$ cat src/rtl/page_stager_pkg.sv
package page_stager_pkg;

  // Strobes from the control module to the datapath module
  typedef struct packed {
    logic loadByte;    // stage the current byte
    logic clearAll;    // drop every staged byte
    logic retireByte;  // write the lowest staged column and clear it
  } stagerCtl_t;

  typedef enum logic {
    ST_COLLECT = 1'b0,
    ST_COMMIT  = 1'b1
  } stagerState_t;

endpackage

$ cat src/rtl/page_stager_ctrl.sv
module page_stager_ctrl
  import page_stager_pkg::*;
#(
  parameter int COMMIT_CYCLES = 500000
) (
  input  logic       clk,
  input  logic       rst_n,
  input  logic       byteStb,
  input  logic       stopStb,
  input  logic       startStb,
  input  logic       wpIn,
  input  logic       anyLoaded,
  output stagerCtl_t ctl,
  output logic       busy
);

  localparam int TMR_W = $clog2(COMMIT_CYCLES + 1);

  stagerState_t state;
  logic [TMR_W-1:0] timer;
  logic commitGo;

  // Only a stop with staged bytes and protection off opens a commit
  assign commitGo = (state == ST_COLLECT) && stopStb && anyLoaded && !wpIn;

  always_comb begin
    ctl = '0;
    if (state == ST_COLLECT) begin
      if (stopStb) begin
        ctl.clearAll = !commitGo;
      end else if (startStb) begin
        ctl.clearAll = 1'b1;
      end else if (byteStb) begin
        ctl.loadByte = 1'b1;
      end
    end else begin
      ctl.retireByte = anyLoaded;
    end
  end

  always_ff @(posedge clk or negedge rst_n) begin
    if (!rst_n) begin
      state <= ST_COLLECT;
      timer <= '0;
    end else begin
      case (state)
        ST_COLLECT: begin
          if (commitGo) begin
            state <= ST_COMMIT;
            timer <= TMR_W'(COMMIT_CYCLES - 1);
          end
        end
        default: begin
          if (timer == '0) begin
            state <= ST_COLLECT;
          end else begin
            timer <= timer - 1'b1;
          end
        end
      endcase
    end
  end

  assign busy = (state == ST_COMMIT);

endmodule

$ cat src/rtl/page_stager_dp.sv
module page_stager_dp
  import page_stager_pkg::*;
#(
  parameter int COLS   = 16,
  parameter int ROW_W  = 6,
  parameter int DATA_W = 8,
  localparam int COL_W = $clog2(COLS)
) (
  input  logic                   clk,
  input  logic                   rst_n,
  input  stagerCtl_t             ctl,
  input  logic [DATA_W-1:0]      byteData,
  input  logic [COL_W-1:0]       colIn,
  input  logic [ROW_W-1:0]       rowIn,
  output logic                   anyLoaded,
  output logic                   memWe,
  output logic [ROW_W+COL_W-1:0] memAddr,
  output logic [DATA_W-1:0]      memWdata
);

  logic [COLS-1:0]   validMask;
  logic [COL_W-1:0]  colPtr;
  logic [COL_W-1:0]  slot;
  logic [COL_W-1:0]  lowIdx;
  logic [ROW_W-1:0]  rowReg;
  logic              firstByte;
  logic [DATA_W-1:0] cellOut [COLS];

  assign firstByte = (validMask == '0);
  assign slot      = firstByte ? colIn : colPtr;

  // One byte register per column
  for (genvar g = 0; g < COLS; g++) begin : gCol
    logic [DATA_W-1:0] q;
    always_ff @(posedge clk or negedge rst_n) begin
      if (!rst_n) begin
        q <= '0;
      end else if (ctl.loadByte && (slot == COL_W'(g))) begin
        q <= byteData;
      end
    end
    assign cellOut[g] = q;
  end

  // Lowest loaded column is committed first
  always_comb begin
    lowIdx = '0;
    for (int i = COLS - 1; i >= 0; i--) begin
      if (validMask[i]) lowIdx = i[COL_W-1:0];
    end
  end

  always_ff @(posedge clk or negedge rst_n) begin
    if (!rst_n) begin
      validMask <= '0;
      colPtr    <= '0;
      rowReg    <= '0;
    end else if (ctl.clearAll) begin
      validMask <= '0;
    end else if (ctl.loadByte) begin
      validMask[slot] <= 1'b1;
      colPtr          <= slot + 1'b1;
      if (firstByte) rowReg <= rowIn;
    end else if (ctl.retireByte) begin
      validMask[lowIdx] <= 1'b0;
    end
  end

  assign anyLoaded = |validMask;
  assign memWe     = ctl.retireByte;
  assign memAddr   = {rowReg, lowIdx};
  assign memWdata  = cellOut[lowIdx];

endmodule

$ cat src/rtl/page_write_stager.sv
module page_write_stager
  import page_stager_pkg::*;
#(
  parameter int COLS          = 16,
  parameter int ROW_W         = 6,
  parameter int DATA_W        = 8,
  parameter int COMMIT_CYCLES = 500000,
  localparam int COL_W        = $clog2(COLS)
) (
  input  logic                   clk,
  input  logic                   rst_n,
  input  logic                   byteStb,
  input  logic [DATA_W-1:0]      byteData,
  input  logic [COL_W-1:0]       colIn,
  input  logic [ROW_W-1:0]       rowIn,
  input  logic                   stopStb,
  input  logic                   startStb,
  input  logic                   wpIn,
  output logic                   busy,
  output logic                   memWe,
  output logic [ROW_W+COL_W-1:0] memAddr,
  output logic [DATA_W-1:0]      memWdata
);

  stagerCtl_t ctl;
  logic       anyLoaded;

  page_stager_ctrl #(
    .COMMIT_CYCLES(COMMIT_CYCLES)
  ) u_ctrl (
    .clk      (clk),
    .rst_n    (rst_n),
    .byteStb  (byteStb),
    .stopStb  (stopStb),
    .startStb (startStb),
    .wpIn     (wpIn),
    .anyLoaded(anyLoaded),
    .ctl      (ctl),
    .busy     (busy)
  );

  page_stager_dp #(
    .COLS  (COLS),
    .ROW_W (ROW_W),
    .DATA_W(DATA_W)
  ) u_dp (
    .clk      (clk),
    .rst_n    (rst_n),
    .ctl      (ctl),
    .byteData (byteData),
    .colIn    (colIn),
    .rowIn    (rowIn),
    .anyLoaded(anyLoaded),
    .memWe    (memWe),
    .memAddr  (memAddr),
    .memWdata (memWdata)
  );

endmodule

$ cat config.mk
export PLATFORM = sky130hd
export DESIGN_NAME = page_write_stager
export DESIGN_NICKNAME = d
export VERILOG_FILES = /design/src/rtl/page_stager_pkg.sv /design/src/rtl/page_stager_ctrl.sv /design/src/rtl/page_stager_dp.sv /design/src/rtl/page_write_stager.sv
export SDC_FILE = /design/constraint.sdc
export NUM_CORES = 1
export LEC_CHECK = 0
export BUFFER_PORTS_ARGS = -buffer_cell sky130_fd_sc_hd__buf_2
export CAP_MARGIN = 5
export CORE_MARGIN = 2
export CORE_UTILIZATION = 40
export DETAILED_ROUTE_END_ITERATION = 8
export PLACE_DENSITY = 0.67
export REMOVE_ABC_BUFFERS = 1
export SYNTH_ARGS = -nofsm -noshare
export SYNTH_HDL_FRONTEND = slang
export SYNTH_HIERARCHICAL = 1
export SYNTH_SLANG_ARGS = --single-unit
export TNS_END_PERCENT = 20
$ cat constraint.sdc
create_clock -name clk -period 4.4 [get_ports clk]
set_clock_uncertainty 0.1 [all_clocks]
set_input_delay 0.88 -clock clk [delete_from_list [all_inputs] [get_ports clk]]
set_output_delay 0.88 -clock clk [all_outputs]
set_load 0.03 [all_outputs]
---- After elaboration in Yosys (flattened, before gate mapping) ----
Cells that the tools add are included.
word-level totals
  flip-flop bits (word level) ............. 174
  input port bits ......................... 24
operators by class
  $add $sub $neg .......................... 2
  magnitude comparators ................... 5
  equal/unequal tests ..................... 16
  mux-type cells .......................... 40
  bitwise operators ....................... 6
  reductions and logical operators ........ 32
operators with widths
  operator                                                           count
  two-way mux 4 bit                                                  17
  two-way mux 19 bit                                                 3
  two-way mux 16 bit                                                 3
  binary-select mux 8 bit (select 4 bit)                             1
  equality test 4 bit, second input constant                         8
  logical AND 1 bit                                                  21
  zero test 19 bit                                                   1
  subtractor 19 x 1 -> 19 bit, second input constant                 1
  AND 16 bit                                                         1
  equality test 4 x 3 -> 1 bit, second input constant                4
  zero test 16 bit                                                   1
  two-way mux 8 bit                                                  2
  NOT 16 bit                                                         1
  OR 16 bit                                                          1
  OR reduction 16 bit                                                1
  two-way mux 1 bit                                                  11
  < comparator 4 x 5 -> 1 bit, second input constant                 2
  demux 1 bit (select 4 bit)                                         2
  equality test 4 x 2 -> 1 bit, second input constant                2
  greater-or-equal comparator 4 x 1 -> 1 bit, second input constant  2
  greater-or-equal comparator 5 bit, second input constant           1
  NOT 4 -> 5 bit                                                     1
  adder 4 x 1 -> 4 bit, second input constant                        1
  equality test 4 x 1 -> 1 bit, second input constant                1
  other kinds (9)                                                    12

---- Longest topological paths before layout ----
  depth in word-level cells ............... 25
  mapped depth ............................ 12
  mapped depth without buffers ............ 9

---- Hierarchy ----
Netlist, hierarchy kept.
modules (own cells, without submodules)
  module            instances  cells an instance  area each (µm²)  seq. area each (µm²)
  page_stager_dp    1          584                7751.2           3853.7
  page_stager_ctrl  1          131                1203.7           500.5

---- Least setup slack after synthesis ----
Ideal clock, no wire load.
  path type ............................... register to register
  start ................................... reg u_dp.validMask[2]
  end ..................................... reg u_dp.rowReg[0]
  library setup time ...................... 125 ps
  arrival time ............................ 3036 ps
  slack ................................... 1139 ps
  cell stages (with the launch flop) ...... 13
  path buffers ............................ 5
  cells stage by stage .................... dfrtp_1 > nor4_4 > nand4_2 > buf_6 > buf_2 > nor4bb_1 > clkbuf_1 > nor3_1 > clkbuf_1 > nand2b_1 > clkbuf_1 > nor2_1 > mux2_2
RTL lines
  item                              line                  RTL
  start: declaration                page_stager_dp.sv:21  logic [COLS-1:0] validMask;
  start signal: assignment          page_stager_dp.sv:55  validMask <= '0;
  start signal: assignment          page_stager_dp.sv:59  validMask <= '0;
  start signal: indexed assignment  page_stager_dp.sv:61  validMask[slot] <= 1'b1;
  end signal: assignment            page_stager_dp.sv:63  if (firstByte) rowReg <= rowIn;
  end: declaration                  page_stager_dp.sv:25  logic [ROW_W-1:0] rowReg;

---- Worst setup path after layout ----
  start ................................... reg u_dp.validMask[7]
  end ..................................... out memWdata[6]
on the way
  cells in the longest elaborated chain, start to end .. 12
RTL lines
  item                                                   line                     RTL
  two-way mux 4 bit (8 in series)                        page_stager_dp.sv:49     if (validMask[i]) lowIdx = i[COL_W-1:0];
  NOT 4 -> 5 bit (implied by the code)                   page_stager_dp.sv:72     assign memWdata = cellOut[lowIdx];
  binary-select mux 8 bit (select 4 bit)                 page_stager_dp.sv:72
  two-way mux 8 bit (implied by the code) (2 in series)  page_stager_dp.sv:72
  end: declaration                                       page_write_stager.sv:22  output logic [DATA_W-1:0] memWdata
Every way passes these cells. The select of a mux whose other input is x is not followed.

==> flow_metrics.tcl <==
set metrics [dict create \
    wire_per_inst_um 20.11 \
    fin_cells 1045 \
    crit_path_start_kind "register" \
    fin_crit_sh_pct 94.82 \
    synth_cell_type_count 65 \
    dieHeight_um 153.6 \
    synth_area_um2 8955 \
    track_usage_pct 18.36 \
    hold_slack_ns 0.3537 \
    ys_warn_count 6 \
    placed_cells 1013 \
    endpoint_kind "output port" \
    synth_top_family_by_area "multiplexers" \
    cap_violations 0 \
    r2r-start "u_dp/validMask[11]$_DFFE_PN0P_" \
    slew_violations 0 \
    status "finished, final reports clean" \
    grt_pass1_vias 6061 \
    num_antenna_cells 0 \
    numCtsBuffers 17 \
    tns_ns 0 \
    fp-row-count 54 \
    fin_nets 781 \
    finalWirelength_um 21020 \
    vias 5950 \
    synth-adder-area-share_pct 0.6986 \
    clock-sinks 174 \
    cts_buffer_depth 2 \
    p_sw_share_pct 24.58 \
    drt_iter0_drc 432 \
    antenna_found_initial 0 \
    route.detailed.drc 0 \
    powerDensity_nw_per_um2 320.4 \
    io_buffers 43 \
    synth_edf_count 0 \
    period_needed_ns 4.172 \
    power_mw 3.227 \
    tightest_slew_ns 0.9563 \
    post_cts_buffers 0 \
    cp_max_fo 13 \
    drive_above_1_share_pct 34.38 \
    dieArea_um2 23600 \
    critPathRequiredTime_ns 3.42 \
    setup_viol 0 \
    finalHoldViolCount 0 \
    synthArstFlopShare_pct 100.0 \
    antenna_left 0 \
    cts-resized-gates 0 \
    p_leak_nw 4.708 \
    hpwl_um 14010 \
    switchingPower_mw 0.7932 \
    synth_compound_area_share_pct 10.74 \
    clock.fmax_mhz 239.7 \
    r2r_setup_slack_ns 1.03 \
    grt_pass1_wl_um 34330 \
    netlist_top_cells_area "dfrtp_1, mux2_4, mux2_2" \
    synth_xor_area_share_pct 0 \
    syn_inst 715 \
    viasPerCell 5.694 \
    reg2regPathDepth 7 \
    core_area_um2 21890 \
    cts_tree "built" \
    synth.largest_area_cell "dfrtp_1" \
    grt_max_degree 72 \
    initial_utilization_pct 40.91 \
    overflow 0 \
    clockPowerShare_pct 47.6 \
    place.gp.congestion 0.8505 \
    synthMuxAreaShare_pct 24.97 \
    yosys.area_share.simple_pct 12.27 \
    hold_path_class "input pin to asynchronous set/reset pin" \
    die_w_um 153.6 \
    sequentialPowerShare_pct 49.5 \
    p_int_mw 2.434 \
    drt-pass1-iter-count 5 \
    synth-main-ff-cell "dfrtp_1" \
    yosysSeqAreaShare_pct 48.62 \
    power.share.combinational_pct 2.9 \
    r2r_end "u_dp/gCol[11].q[3]$_DFFE_PN0P_" \
    clk_pin_slew_ns 0.07 \
    worst-endpoint-arrival_ns 3.19 \
    irDropWorstVdd_mv 0.2070 \
    yosysTopAreaCellShare_pct 48.62 \
    num-fill-cells 2006 \
    area_growth_pct 12.48 \
    htree_levels 4 \
    ctsHoldBuffers 0 \
    crit_type "register to output port" \
    clk_latency_ns 0.43 \
    synth-seq-cells 174 \
    synth_area_per_cell_um2 12.52 \
    maxSlewHeadroom_pct 36.19 \
    cts-root-buf "clkbuf_16" \
    io_pins 44 \
    grt_setup_unrepaired "no" \
]
worst max-delay path by stage:
stage                              startpoint           to
2_1_floorplan  u_dp/validMask[14]$_DFFE_PN0P_  memWdata[2]
3_3_place_gp    u_dp/validMask[7]$_DFFE_PN0P_  memWdata[6]
3_5_place_dp    u_dp/validMask[7]$_DFFE_PN0P_  memWdata[6]
4_1_cts        u_dp/validMask[14]$_DFFE_PN0P_  memWdata[2]
5_1_grt         u_dp/validMask[9]$_DFFE_PN0P_  memWdata[6]
6_report        u_dp/validMask[7]$_DFFE_PN0P_  memWdata[6]
metrics by stage:
stage	setup WS (ns)	util, %	area, um2
finish	0.2280	46.01	10070
global route	0.05581	46.01	10070
CTS	0.2479	46.01	10070
detailed placement	0.7385	43.28	9474
global placement	0.7833	43.28	9474
floorplan	0.4601	-	8766
logic make-up after synthesis:
logic type	Yosys count
adder cells (fa/ha/maj)	5
AND/OR/NAND/NOR	175
multiplexers	182
AO/OA/AOI/OAI	127
buffers and inverters	52
flip-flops	174
cell usage in the layout (no fill, tap or decap), types with 13 or more instances in the layout:
| cell type | n |
|---|---|
| buf_2 | 42 |
| nand2_1 | 36 |
| o22ai_1 | 24 |
| mux2i_1 | 43 |
| clkbuf_16 | 17 |
| inv_1 | 13 |
| mux2_2 | 75 |
| a221oi_1 | 17 |
| dfrtp_1 | 174 |
| mux2_4 | 64 |
| nor2_1 | 54 |
| a22oi_1 | 15 |
worst max-delay path, cell delays in order, from the launching register on:
cell,delay (ns)
dfrtp_1,0.45
or3_1,0.37
o221ai_1,0.27
a21o_1,0.40
inv_1,0.30
a221oi_1,0.30
o22ai_1,0.15
a211o_1,0.34
buf_2,0.19
synth_stat cells (5+ instances only):
master,count
o21ai_0,10
nand2_1,36
o211ai_1,6
inv_1,13
a211oi_1,11
clkbuf_1,21
o22ai_1,24
and2_1,6
mux2_2,75
nor2_1,54
a21oi_1,9
a311o_1,6
nor3_1,9
ha_1,5
a221oi_1,17
buf_2,7
or4_1,8
nor4_1,5
a22oi_1,15
dfrtp_1,174
nand2b_1,5
nor2_8,8
mux2i_1,43
mux2_4,64
nand3_1,7
state kept, by name, indices dropped and copies added, names as in the netlist:
name,count
u_dp/rowReg,6
u_dp/colPtr,4
u_ctrl/timer,19
u_dp/validMask,16
u_dp/gCol.q,128
u_ctrl/busy,1
metal layers:
layer | track usage [%] | part of all wire (%) | up-vias
met5 | 0 | 0 | -
met4 | 3.976 | 0.92 | 0
met3 | 4.707 | 5.3 | 17
met2 | 28.63 | 47 | 163
met1 | 25.95 | 47 | 3019
li1 | - | - | 2751
power groups by stage:
stage / Combinational, mW / Sequential [mW] / Clock, mW
CTS: 0.0956 / 1.60 / 1.57
global route: 0.105 / 1.60 / 1.65
detailed placement: 0.0952 / 1.63 / 0
floorplan: 0.0223 / 1.63 / 0
global placement: 0.0949 / 1.63 / 0
finish: 0.0927 / 1.60 / 1.54
cell type report:
| type | instances | area [um2] | area share (%) |
|---|---|---|---|
| clock buffers | 17 | 425.4 | 4.224 |
| clock inverters | 15 | 172.7 | 1.714 |
| repair buffers | 56 | 344.1 | 3.416 |
| inverters | 14 | 52.55 | 0.5217 |
| well taps | 280 | 350.3 | 3.478 |
| multi-input cells | 489 | 4373 | 43.42 |
| flip-flops and latches | 174 | 4354 | 43.23 |
Note: power is estimated with default switching activity, not from simulation.
